File: src/rtl/pwm_timebase.sv
module pwm_timebase #(
  parameter int CW = 16
) (
  input  logic          clk,
  input  logic          rst_n,
  input  logic          wr_en,
  input  logic [2:0]    wr_addr,
  input  logic [CW-1:0] wr_data,
  input  logic          sync_in,
  output logic          pwm_a,
  output logic          sync_out,
  output logic          zero_hit,
  output logic          prd_hit,
  output logic          count_up
);

  localparam int PSW = 12;
  localparam logic [2:0] A_PRD = 3'd0, A_CMPA = 3'd1, A_CMPB = 3'd2, A_CTRL = 3'd3, A_PSC = 3'd4;
  localparam logic [11:0] CTRL_RST = 12'hC03;

  logic [CW-1:0]  cnt_q, nxt, prd_act, prd_sh, cmp_act, cmp_sh, cmpb_q;
  logic [11:0]    ctrl_q;
  logic [5:0]     psc_q;
  logic [PSW-1:0] pcnt_q, div;
  logic [3:0]     hs_div;
  logic [7:0]     lo_div;
  logic           dir_q, pwm_q, cmpb_hit, eff_up, tick, step;
  logic           zero_ev, prd_ev, cmpa_ev, cmpb_ev, cmp_ld, pwm_d;
  logic [1:0]     mode, cmp_lp, act_up, act_dn, sync_sel, act;
  logic           prd_imm, cmp_imm;
  logic           wr_prd, wr_cmp;

  assign mode     = ctrl_q[1:0];
  assign prd_imm  = ctrl_q[2];
  assign cmp_lp   = ctrl_q[4:3];
  assign cmp_imm  = ctrl_q[5];
  assign act_up   = ctrl_q[7:6];
  assign act_dn   = ctrl_q[9:8];
  assign sync_sel = ctrl_q[11:10];

  assign wr_prd = wr_en && (wr_addr == A_PRD);
  assign wr_cmp = wr_en && (wr_addr == A_CMPA);

  assign hs_div = (psc_q[2:0] == 3'd0) ? 4'd1 : {psc_q[2:0], 1'b0};
  assign lo_div = 8'd1 << psc_q[5:3];
  assign div    = PSW'(hs_div) * PSW'(lo_div);
  assign tick   = (pcnt_q >= div - 1'b1);
  assign step   = tick && (mode != 2'b11);

  always_comb begin
    eff_up = dir_q;
    nxt    = cnt_q;
    case (mode)
      2'b00: begin
        eff_up = 1'b1;
        nxt    = (cnt_q >= prd_act) ? '0 : cnt_q + 1'b1;
      end
      2'b01: begin
        eff_up = 1'b0;
        nxt    = (cnt_q == '0) ? prd_act : cnt_q - 1'b1;
      end
      2'b10: begin
        if (prd_act == '0) begin
          eff_up = 1'b1;
          nxt    = '0;
        end else begin
          if (cnt_q == '0)            eff_up = 1'b1;
          else if (cnt_q >= prd_act)  eff_up = 1'b0;
          nxt = eff_up ? cnt_q + 1'b1 : cnt_q - 1'b1;
        end
      end
      default: ;
    endcase
  end

  assign zero_ev = step && (nxt == '0);
  assign prd_ev  = step && (nxt == prd_act);
  assign cmpa_ev = step && (nxt == cmp_act);
  assign cmpb_ev = step && (nxt == cmpb_q);

  assign act = eff_up ? act_up : act_dn;
  always_comb begin
    case (act)
      2'b01:   pwm_d = 1'b0;
      2'b10:   pwm_d = 1'b1;
      2'b11:   pwm_d = ~pwm_q;
      default: pwm_d = pwm_q;
    endcase
  end

  always_comb begin
    case (cmp_lp)
      2'b00:   cmp_ld = zero_ev;
      2'b01:   cmp_ld = prd_ev;
      2'b10:   cmp_ld = zero_ev || prd_ev;
      default: cmp_ld = 1'b0;
    endcase
  end

  always_ff @(posedge clk) begin
    if (!rst_n) begin
      pcnt_q   <= '0;
      cnt_q    <= '0;
      dir_q    <= 1'b1;
      pwm_q    <= 1'b0;
      zero_hit <= 1'b0;
      prd_hit  <= 1'b0;
      cmpb_hit <= 1'b0;
      prd_act  <= '0;
      prd_sh   <= '0;
      cmp_act  <= '0;
      cmp_sh   <= '0;
      cmpb_q   <= '0;
      ctrl_q   <= CTRL_RST;
      psc_q    <= '0;
    end else begin
      pcnt_q <= tick ? '0 : pcnt_q + 1'b1;
      if (step) begin
        cnt_q <= nxt;
        dir_q <= eff_up;
      end
      zero_hit <= zero_ev;
      prd_hit  <= prd_ev;
      cmpb_hit <= cmpb_ev;
      if (cmpa_ev) pwm_q <= pwm_d;

      if (wr_prd) prd_sh <= wr_data;
      if (wr_prd && prd_imm)        prd_act <= wr_data;
      else if (zero_ev && !prd_imm) prd_act <= prd_sh;

      if (wr_cmp) cmp_sh <= wr_data;
      if (wr_cmp && cmp_imm)        cmp_act <= wr_data;
      else if (cmp_ld && !cmp_imm)  cmp_act <= cmp_sh;

      if (wr_en && wr_addr == A_CMPB) cmpb_q <= wr_data;
      if (wr_en && wr_addr == A_CTRL) ctrl_q <= wr_data[11:0];
      if (wr_en && wr_addr == A_PSC)  psc_q  <= wr_data[5:0];
    end
  end

  assign pwm_a    = pwm_q;
  assign count_up = eff_up;

  always_comb begin
    case (sync_sel)
      2'b00:   sync_out = sync_in;
      2'b01:   sync_out = zero_hit;
      2'b10:   sync_out = cmpb_hit;
      default: sync_out = 1'b0;
    endcase
  end

  assert_freeze_hold_R2: assert property (@(posedge clk) disable iff (!rst_n)
    ($past(mode) == 2'b11) |-> (cnt_q == $past(cnt_q)));

  assert_zero_strobe_R6: assert property (@(posedge clk) disable iff (!rst_n)
    zero_hit |-> (cnt_q == '0));

  assert_updown_bound_R6: assert property (@(posedge clk) disable iff (!rst_n)
    ($past(mode) == 2'b10 && $past(cnt_q <= prd_act) && prd_act == $past(prd_act)) |-> (cnt_q <= prd_act));

  assert_prd_shadow_hold_R3: assert property (@(posedge clk) disable iff (!rst_n)
    ($past(!prd_imm) && !$past(zero_ev)) |-> (prd_act == $past(prd_act)));

  assert_cmp_freeze_R4: assert property (@(posedge clk) disable iff (!rst_n)
    ($past(!cmp_imm && cmp_lp == 2'b11 && !wr_cmp)) |-> (cmp_act == $past(cmp_act)));

endmodule

File: config.mk
export PLATFORM = sky130hd
export DESIGN_NAME = pwm_timebase
export DESIGN_NICKNAME = d
export VERILOG_FILES = /design/src/rtl/pwm_timebase.sv
export SDC_FILE = /design/constraint.sdc
export NUM_CORES = 1
export LEC_CHECK = 0
export BUFFER_PORTS_ARGS = -buffer_cell sky130_fd_sc_hd__buf_2
export CAP_MARGIN = 25
export CORE_MARGIN = 4
export CORE_UTILIZATION = 58
export CTS_CLUSTER_DIAMETER = 120
export DETAILED_ROUTE_END_ITERATION = 12
export GPL_TIMING_DRIVEN = 0
export PLACE_DENSITY = 0.78
export RECOVER_POWER = 50
export SYNTH_ARGS = -nofsm -noshare
export SYNTH_HDL_FRONTEND = slang
export SYNTH_SLANG_ARGS = --single-unit
export TNS_END_PERCENT = 30
File: constraint.sdc
create_clock -name clk -period 6.9 [get_ports clk]
set_input_delay 1.035 -clock clk [delete_from_list [all_inputs] [get_ports clk]]
set_output_delay 1.035 -clock clk [all_outputs]
set_load 0.01 [all_outputs]
==> metrics.md <==
| Metric | Value |
|---|---|
| Status | complete, no violations |
| Post-Syn Instances | 1,307 |
| Crit path required time | 7.20 ns |
| LEAKAGE | 4.12 nW |
| Std cell rows | 47 |
| Maximum fanout along the worst path | 10 |
| Avg Inst Size Synth | 7.57 sq um |
| Slew Viols, Final | 0 |
| Final instance area | 0.0111 sq mm |
| Share of layout cells above drive strength 1 | 9.75% |
| Headroom to the max-slew limit | 24.6% |
| Crit path DAT | 7.03 ns |
| Synth Warn # | 0 |
| GR Util met1 | 48.0% |
| Post-route ant nets | 0 |
| Worst setup EP type | flip-flop |
| Reg clk slew, reported paths | 0.07 ns |
| Clk_skew | 0.0269 ns |
| First-pass GRT wire length | 55,500 microns |
| Detailed-route wire length | 36,100 microns |
| Max IR drop VDD | 0.000205 V |
| DRC violations left | 0 |
| Number of CTS-inserted buffers | 17 |
| FMAX | 149 MHz |
| Core area | 0.0166 sq mm |
| Met2 Use GR | 55.1% |
| Top-area cell type share of the netlist area | 26.5% |
| Fin util | 67.0% |
| EDFF count, synth | 0 |
| Crit Path Category | flip-flop to flip-flop |
| Synth Flop Type | dfxtp_1 |
| Seq/Total Area, Yosys | 26.5% |
| Area Growth Syn to Fin | 12.6% |
| Max incr delay on CP | 0.54 ns |
| Number of global-route vias before repair | 9,763 |
| Die area | 0.0192 sq mm |
| Final HPWL DP | 26,200 microns |
| Top Ports | 28 |
| IO Port Bufs | 26 |
| WL/cell | 22.6 microns |
| Fin crit period | 6.73 ns |
| Clk sink count | 131 |
| Total grt overflow | 0 |
| Hold WC Path Type | flip-flop to flip-flop |
| Layout Nets | 1,452 |
| Fin crit share | 97.5% |
| Max-cap violations | 0 |
| GRT Util Overall | 36.4% |
| Clock Path Buffers | 2 |
| Pre-CTS setup slack | -0.623 ns |
| Htree depth | 4 |
| Area contributors post-synth | dfxtp_1 (27%), nand2_1 (7.6%), ha_1 (7.0%) |
| Clk Latency, worst-skew pair | 0.45 ns |
| FFs w/ async S/R, synth | 0% |
| PwrDens | 181 mW/mm^2 |
| Post-synth cell types | 88 |
| Antenna Cells | 0 |
| CP Launch Type | flip-flop |
| Final setup fails | 0 |
| Drt first-iter violations | 1,164 |
| Clock root buffer | clkbuf_16 |
| TritonRoute pass-1 iters | 6 |
| Final Hold Fails | 0 |
| Hold buffers post-CTS | 0 |
| Met3 Track Usage GR | 9.31% |
| Setup ws final | 0.172 ns |
| Setup tns final | 0 ns |
| Area post-placement | 0.0103 sq mm |
| Die Wd | 139 microns |
| DR vias | 10,500 |
| DIE HEIGHT | 139 microns |
| Most area-hungry cell type in the Yosys netlist | dfxtp_1 |
| Vias per cell | 6.60 |
| Post-synth net total | 1,398 |
| Gr busiest metal | met2 |
| CTS tree | built |
| Initial antenna violation count | 0 |
| WHS | 0.449 ns |
| Worst Tran Pin Value | 1.12 ns |
| Routability congestion estimate | 1.02 |
| Mapped Area | 0.00989 sq mm |
| Worst path slowest cell | or4b_1 |
| Pin count of the biggest net entering global routing | 17 |
| Starting Density | 59.4% |
| Flops & latches, synth | 131 |
-- placed cells by master, fill, tap and decap left out, types with 7 or more instances in the layout --
master,n
and2_1,8
a21o_1,11
or4_1,9
nand3b_1,9
a22oi_1,8
o22ai_1,7
and4_1,7
clkbuf_1,75
nand4_1,24
nor3_1,19
o21ai_0,58
buf_6,8
buf_2,25
o31ai_1,8
nand3_1,43
ha_1,54
xor2_1,26
and3_1,21
clkbuf_16,17
a21boi_0,7
mux2i_1,20
xnor2_1,51
a211o_1,10
a211oi_1,10
a21oi_1,111
dfxtp_1,127
o211ai_1,14
a31oi_1,16
nand2_1,201
nor2_1,83
buf_4,12
nor4_1,12
o21bai_1,8
inv_1,71
fa_1,13
o21ai_1,8
-- path summary, 6_finish.rpt --
path / start / end / slack (ns) / depth (start not counted)
hold / removal: cmp_sh[10] / cmp_act[10] / 0.45 / 2
setup reg to reg: psc_q[4] / prd_act[1] / 0.17 / 33
setup / recovery: psc_q[4] / prd_act[1] / 0.17 / 33
hold reg to reg: cmp_sh[10] / cmp_act[10] / 0.45 / 2
-- per-layer routing --
| metal | wire length [microns] | vias up |
|---|---|---|
| li1 | - | 4774 |
| met3 | 3880 | 159 |
| met2 | 15700 | 664 |
| met1 | 14500 | 4919 |
| met5 | 0 | - |
| met4 | 2000 | 0 |
-- synth_stat cells (5+ instances only) --
cell	number
xor2_1	26
nand3b_1	9
o211ai_1	14
o31ai_1	8
o221ai_1	7
o2111ai_1	6
a21boi_0	7
and2_1	9
o21bai_1	8
nor3_1	21
fa_1	13
a211o_1	10
o32ai_1	5
inv_1	72
a211oi_1	10
xnor2_1	51
nor4_1	12
a21oi_1	117
or4_1	10
nand2b_1	6
nand3_1	43
o22ai_1	7
nand2_1	201
buf_6	6
ha_1	55
and3_1	21
clkbuf_1	72
o21a_1	5
a22oi_1	8
o21ai_0	59
or2_2	6
and4_1	7
nand4_1	24
dfxtp_1	131
mux2i_1	20
a21o_1	11
a221oi_1	5
nor2_1	85
a31oi_1	16
buf_1	7
nor2b_1	10
o21ai_1	7
-- state kept, by name, summed over array words and instances (netlist names) --
register / count
cmp_act: 16
cmp_sh: 16
cmpb_q: 16
cnt_q: 16
prd_act: 16
prd_sh: 16
ctrl_q: 12
pcnt_q: 12
psc_q: 6
cmpb_hit: 1
dir_q: 1
prd_hit: 1
pwm_a: 1
zero_hit: 1
-- cell families after synthesis --
logic type	share of synthesized area, %
AOI/OAI and AO/OA	23.5
xor gates and xnor gates	6.82
adders and majority gates	9.59
buffers and inverters	6.83
DFF	26.5
muxes	2.14
and+or+nand+nor	24.6
-- through the flow --
step	power, W	std cells
global placement	0.00106	1553
finish	0.00202	1594
global route	0.00207	1594
CTS	0.00199	1587
detailed placement	0.00106	1554
floorplan	0.000978	1307
-- final cells by class --
type | instances | area [sq um]
inverters | 75 | 282
well taps | 220 | 275
plain buffers | 86 | 392
clock buffers | 17 | 425
clock inverters | 15 | 166
fillers | 1452 | 5500
repair buffers | 39 | 231
multi-input cells | 1011 | 6730
flip-flops and latches | 131 | 2640
-- critical path: cells and delay by family (launching register included) --
kind / cells / cell delay, ns
AO/OA/AOI/OAI: 10 / 1.36
XOR/XNOR: 1 / 0.10
buffers and inverters: 6 / 0.53
AND/OR/NAND/NOR: 10 / 2.11
adder cells (fa/ha/maj): 5 / 1.94
flip-flops: 1 / 0.38
multiplexers: 1 / 0.16
-- what timing repair did --
action                     CTS  global route
setup buffers                5             7
gates resized for setup     20            25
pin swaps                    3            10
setup endpoints to repair   50            45
-- power by group --
| part | internal (W) | switching [W] | leakage, nW | total [W] |
|---|---|---|---|---|
| Sequential | 0.000766 | 0.0000109 | 1.06 | 0.000777 |
| Combinational | 0.000107 | 0.000191 | 2.77 | 0.000299 |
| Clock | 0.000515 | 0.000425 | 0.287 | 0.000940 |
| Total | 0.00139 | 0.000627 | 4.12 | 0.00202 |
Power figures use the tool's default switching activity.
